### src/rtl/cfg_addr_gen.sv
module cfg_addr_gen #(
  parameter int ADDR_W    = 32,
  parameter int NUM_PORTS = 3
) (
  input  logic                          clk,
  input  logic                          rst,
  input  logic [NUM_PORTS-1:0]          port_en,
  input  logic [NUM_PORTS*ADDR_W-1:0]   port_base,
  input  logic [ADDR_W-1:0]             apt_base,
  input  logic                          req_valid,
  output logic                          req_ready,
  input  logic                          req_write,
  input  logic [7:0]                    req_bus,
  input  logic [4:0]                    req_dev,
  input  logic [2:0]                    req_fn,
  input  logic [11:0]                   req_reg,
  input  logic [2:0]                    req_size,
  input  logic [31:0]                   req_wdata,
  output logic                          rsp_valid,
  output logic [1:0]                    rsp_status,
  output logic [31:0]                   rsp_rdata,
  output logic                          mem_valid,
  output logic                          mem_write,
  output logic [ADDR_W-1:0]             mem_addr,
  output logic [31:0]                   mem_wdata,
  input  logic                          mem_rsp_valid,
  input  logic [31:0]                   mem_rdata
);

  localparam logic [1:0] ST_OK     = 2'd0;
  localparam logic [1:0] ST_NODEV  = 2'd1;
  localparam logic [1:0] ST_BADREG = 2'd2;
  localparam int         OFS_W     = 28;

  typedef enum logic [1:0] {S_IDLE, S_RD, S_RMW, S_WR} state_t;
  state_t state;

  logic              hit;
  logic [ADDR_W-1:0] port_addr;

  always_comb begin
    hit       = 1'b0;
    port_addr = '0;
    for (int p = 0; p < NUM_PORTS; p++) begin
      if (req_dev == 5'(p + 1) && port_en[p]) begin
        hit       = 1'b1;
        port_addr = port_base[p*ADDR_W +: ADDR_W] + ADDR_W'({req_reg[11:2], 2'b00});
      end
    end
  end

  logic [OFS_W-1:0] apt_ofs;
  assign apt_ofs = {req_reg[11:8], req_bus, req_dev, req_fn, req_reg[7:2], 2'b00};

  logic bus0, found, sub, size_ok, accept;
  logic [ADDR_W-1:0] tgt_addr;
  assign bus0     = (req_bus == 8'd0);
  assign found    = !bus0 || hit;
  assign tgt_addr = bus0 ? port_addr : apt_base + ADDR_W'(apt_ofs);
  assign sub      = (req_size == 3'd1) || (req_size == 3'd2);
  assign size_ok  = sub || (req_size == 3'd4);
  assign req_ready = (state == S_IDLE);
  assign accept    = req_valid && req_ready;

  logic [1:0]  lane_q;
  logic        half_q, sub_q;
  logic [31:0] wdata_q;

  logic [4:0]  sh;
  logic [31:0] msk, rd_lane, merged;
  assign sh      = {lane_q, 3'b000};
  assign msk     = half_q ? 32'h0000_FFFF : 32'h0000_00FF;
  assign rd_lane = sub_q ? ((mem_rdata >> sh) & msk) : mem_rdata;
  assign merged  = (mem_rdata & ~(msk << sh)) | ((wdata_q & msk) << sh);

  always_ff @(posedge clk) begin
    if (rst) begin
      state      <= S_IDLE;
      mem_valid  <= 1'b0;
      mem_write  <= 1'b0;
      mem_addr   <= '0;
      mem_wdata  <= '0;
      rsp_valid  <= 1'b0;
      rsp_status <= ST_OK;
      rsp_rdata  <= '0;
      lane_q     <= '0;
      half_q     <= 1'b0;
      sub_q      <= 1'b0;
      wdata_q    <= '0;
    end else begin
      mem_valid <= 1'b0;
      rsp_valid <= 1'b0;
      case (state)
        S_IDLE: if (accept) begin
          lane_q  <= req_reg[1:0];
          half_q  <= (req_size == 3'd2);
          sub_q   <= sub;
          wdata_q <= req_wdata;
          if (!found) begin
            rsp_valid  <= 1'b1;
            rsp_status <= ST_NODEV;
            rsp_rdata  <= req_write ? 32'h0 : 32'hFFFF_FFFF;
          end else if (req_write && !size_ok) begin
            rsp_valid  <= 1'b1;
            rsp_status <= ST_BADREG;
            rsp_rdata  <= 32'h0;
          end else begin
            mem_valid <= 1'b1;
            mem_addr  <= tgt_addr;
            mem_write <= req_write && !sub;
            mem_wdata <= req_wdata;
            state     <= !req_write ? S_RD : (sub ? S_RMW : S_WR);
          end
        end
        S_RD: if (mem_rsp_valid) begin
          rsp_valid  <= 1'b1;
          rsp_status <= ST_OK;
          rsp_rdata  <= rd_lane;
          state      <= S_IDLE;
        end
        S_RMW: if (mem_rsp_valid) begin
          mem_valid <= 1'b1;
          mem_write <= 1'b1;
          mem_wdata <= merged;
          state     <= S_WR;
        end
        default: if (mem_rsp_valid) begin
          rsp_valid  <= 1'b1;
          rsp_status <= ST_OK;
          rsp_rdata  <= 32'h0;
          state      <= S_IDLE;
        end
      endcase
    end
  end

endmodule

### config.mk
export PLATFORM = sky130hd
export DESIGN_NAME = cfg_addr_gen
export DESIGN_NICKNAME = d
export VERILOG_FILES = /design/src/rtl/cfg_addr_gen.sv
export SDC_FILE = /design/constraint.sdc
export NUM_CORES = 1
export LEC_CHECK = 0
export ABC_AREA = 1
export BUFFER_PORTS_ARGS = -buffer_cell sky130_fd_sc_hd__buf_2
export CAP_MARGIN = 40
export CORE_UTILIZATION = 50
export CTS_CLUSTER_DIAMETER = 150
export DETAILED_ROUTE_END_ITERATION = 8
export PLACE_DENSITY = 0.77
export SYNTH_ARGS = -nofsm -noshare
export SYNTH_HDL_FRONTEND = slang
export SYNTH_SLANG_ARGS = --single-unit
### constraint.sdc
create_clock -name clk -period 5.1 [get_ports clk]
set_input_delay 0.255 -clock clk [delete_from_list [all_inputs] [get_ports clk]]
set_output_delay 0.255 -clock clk [all_outputs]
set_load 0.005 [all_outputs]
==> metrics.md <==
| Metric | Value |
|---|---|
| Critical path destination | mem_wdata[10]$_SDFFE_PP0P_ |
| Design Power | around 0.0036 W |
| DRT antenna net count | 0 |
| Overflow after GRT | 0 |
| Worst setup SP type | register |
| 1st-iter DRT viols | 1712 |
| Die width | 156 um |
| First-pass GRT wire length | just over 70000 um |
| P_sw | 0.00137 W |
| Initial antenna violation count | 1 |
| Nets | 2613 |
| I/O pin cnt | around 330 |
| Combinational Power Share | 0.345 |
| Yosys cell types | 49 |
| Final min period | ~3.5 ns |
| Layout area overhead | 20.0% |
| Critical path capture point type | register |
| Residual DRC | 0 |
| Sw frac | 0.378 |
| Clock network fraction of total power | 0.329 |
| Warnings from Yosys | 0 |
| CTS tree | built |
| H-tree depth | 4 |
| Drt wl/cell | roughly 18 um |
| Worst-path clk slew | approximately 0.06 ns |
| HPWL Detailed | about 38000 um |
| Final Max Slew Viols | 0 |
| Max FO, Critical Path | 52 |
| Setup violators final | 0 |
| PD cells | about 250 nW/um2 |
| Worst R2R Setup Slack | approximately 1.6 ns |
| Pin count of the biggest net entering global routing | 66 |
| Sequential share of power | 0.325 |
| Die height | roughly 160 um |
| Vias in the first global route | between 10000 and 15000 |
| Via count | between 15000 and 20000 |
| Worst reg2reg path endpoint | mem_wdata[10]$_SDFFE_PP0P_ |
| CTS Root Buffer Type | clkbuf_16 |
| Average vias per placed instance | 5.80 |
| EDFF count, synth | 0 |
| Status | finished, final reports clean |
| Setup CP Type | register to register |
| Sequential area share after synthesis | 0.208 |
| Async SR Flop Fraction | 0 |
| Site row count | 55 |
| Most common cell after layout, fill and taps aside | nand2_1 |
| First drt pass iteration count | 7 |
| Post-route clock period utilization | 0.683 |
| Critical path startpoint | state[1]$_SDFFE_PP0P_ |
| Sink Count | 123 |
| Dpl cell area | about 14000 um2 |
| Worst IR drop on VDD | between 200 and 250 uV |
| Synthesized Nets | 2329 |
| Fmax | around 290 MHz |
| Average size of a mapped cell | about 5.8 um2 |
| Die area | roughly 24000 um2 |
| Predominant post-synthesis flop cell | dfxtp_1 |
| Core Box Area | 22900 um2 |
| GP Congestion | 1.04 |
| Final Hold Viols | 0 |
| Ratio of cells with drive above 1 in the final layout | 0.170 |
| Leakage | slightly above 7 nW |
| Post-cts sizing count | 0 |
| Max-Cap Viols | 0 |
| GRT Total Usage | 0.381 |
| Reg2reg path depth | 7 |
| Slew HR | 0.306 |
| Final instance area | between 10000 and 15000 um2 |
| Critical Path RT | approximately 5.4 ns |
| Clock Latency Late Sink | 0.42 ns |
| IO buf count | between 300 and 400 |
| Data arrival, critical path | roughly 3.8 ns |
| Tightest Hold Check Type | input pin to register |
| Post-CTS Setup Repair Bufs | 0 |
| Dpl ws | 1.74 ns |
| Hold Buf Count CTS | 0 |
| Int Power | approximately 0.0022 W |
| Synthesized area | between 10000 and 15000 um2 |
| Clock Path Buffers | 2 |
| Synth Register Bits | 123 |
| Worst r2r src | state[1]$_SDFFE_PP0P_ |
| Slew @ Worst Pin | between 1 and 1.5 ns |
| Setup TNS | 0 ns |
| RSZ-0062 raised after global routing | no |
| Initial Util | 0.515 |
| Post-Synthesis Cells | 2038 |
| Final wirelength | between 40000 and 50000 um |
| Final worst slack | around 1.6 ns |
| Commonest cells after routing, fill and taps aside | 578 x nand2_1, 332 x buf_2, 224 x inv_1 |
| Clock skew | roughly 0.0096 ns |
| Cts bufs inserted | 17 |
[metal layers]
layer	part of all wire	global-route usage	up-vias
met3	0.10	0.0644	137
met5	0	0	-
met4	0.043	0.173	0
met2	0.42	0.567	874
met1	0.44	0.534	6931
li1	-	-	7420
[cell type report]
class	count	area (um2)
Clock buffer	21	450
Timing Repair Buffer	339	1750
Sequential cell	123	2460
Antenna cell	2	5.00
Tap cell	313	392
Clock inverter	10	118
Inverter	234	878
Multi-Input combinational cell	1607	8120
Fill cell	2307	8740
[power by group through the flow]
stage | Sequential, W | Clock, W | Combinational, W
3_5_place_dp | 0.00119 | 0 | 0.00121
4_1_cts | 0.00117 | 0.00119 | 0.00122
3_3_place_gp | 0.00119 | 0 | 0.00119
5_1_grt | 0.00118 | 0.00124 | 0.00138
2_1_floorplan | 0.00117 | 0 | 0.000781
6_report | 0.00117 | 0.00119 | 0.00125
[worst min-delay path by stage]
stage                                       endpoint  depth (start not counted)                       start  slack (ns)
final                     mem_wdata[24]$_SDFFE_PP0P_                          3               req_wdata[24]        0.09
after global routing      mem_wdata[26]$_SDFFE_PP0P_                          3               req_wdata[26]        0.10
after CTS                 mem_wdata[24]$_SDFFE_PP0P_                          3               req_wdata[24]        0.09
after detailed placement  rsp_status[0]$_SDFFE_PP0P_                          2  rsp_status[0]$_SDFFE_PP0P_        0.46
after global placement    rsp_status[0]$_SDFFE_PP0P_                          2  rsp_status[0]$_SDFFE_PP0P_        0.45
after floorplan                state[1]$_SDFFE_PP0P_                          2                   req_write        0.40
[synthesized netlist by cell type (all sizes together), types with 7 or more instances]
library cell | number | area [um2]
a41oi | 7 | 61.3
buf | 33 | 208
clkbuf | 41 | 154
nand3 | 191 | 978
inv | 232 | 871
a21oi | 171 | 856
o21ai | 220 | 1110
a31oi | 32 | 200
nand3b | 23 | 173
a221oi | 8 | 70.1
o21a | 7 | 52.6
nor2 | 160 | 621
dfxtp | 123 | 2460
o22ai | 16 | 100
ha | 56 | 701
nor3 | 34 | 180
o211ai | 10 | 75.1
nand2 | 580 | 2180
nand4 | 36 | 240
xor2 | 14 | 123
xnor2 | 9 | 78.8
[sequential cells by signal (all words and copies together), names as in the netlist]
register,flops
mem_addr,32
mem_wdata,32
rsp_rdata,32
wdata_q,16
lane_q,2
rsp_status,2
state,2
half_q,1
mem_valid,1
mem_write,1
rsp_valid,1
sub_q,1
[stage by stage]
stage                     std cells  hold slack (ns)  utilization
after floorplan                2038            0.397            -
after detailed placement       2616            0.455        0.594
final                          2649           0.0915        0.619
after CTS                      2647           0.0922        0.618
after global placement         2612            0.447        0.591
after global routing           2648            0.101        0.618
[cells by family after synthesis]
kind of cell,share of synthesized area
AOI/OAI and AO/OA,0.227
DFF,0.208
buffers and inverters,0.105
adders and majority gates,0.0661
and+or+nand+nor,0.376
xor gates and xnor gates,0.0171
[worst max-delay path: stages (launching register included)]
cell     delay (ns)
dfxtp_1        0.44
inv_2          0.06
nor2_1         0.68
inv_2          0.60
o21ai_4        0.83
buf_4          0.42
o21ai_0        0.15
a31oi_1        0.21
No activity file was read; power rests on OpenSTA's default activity.
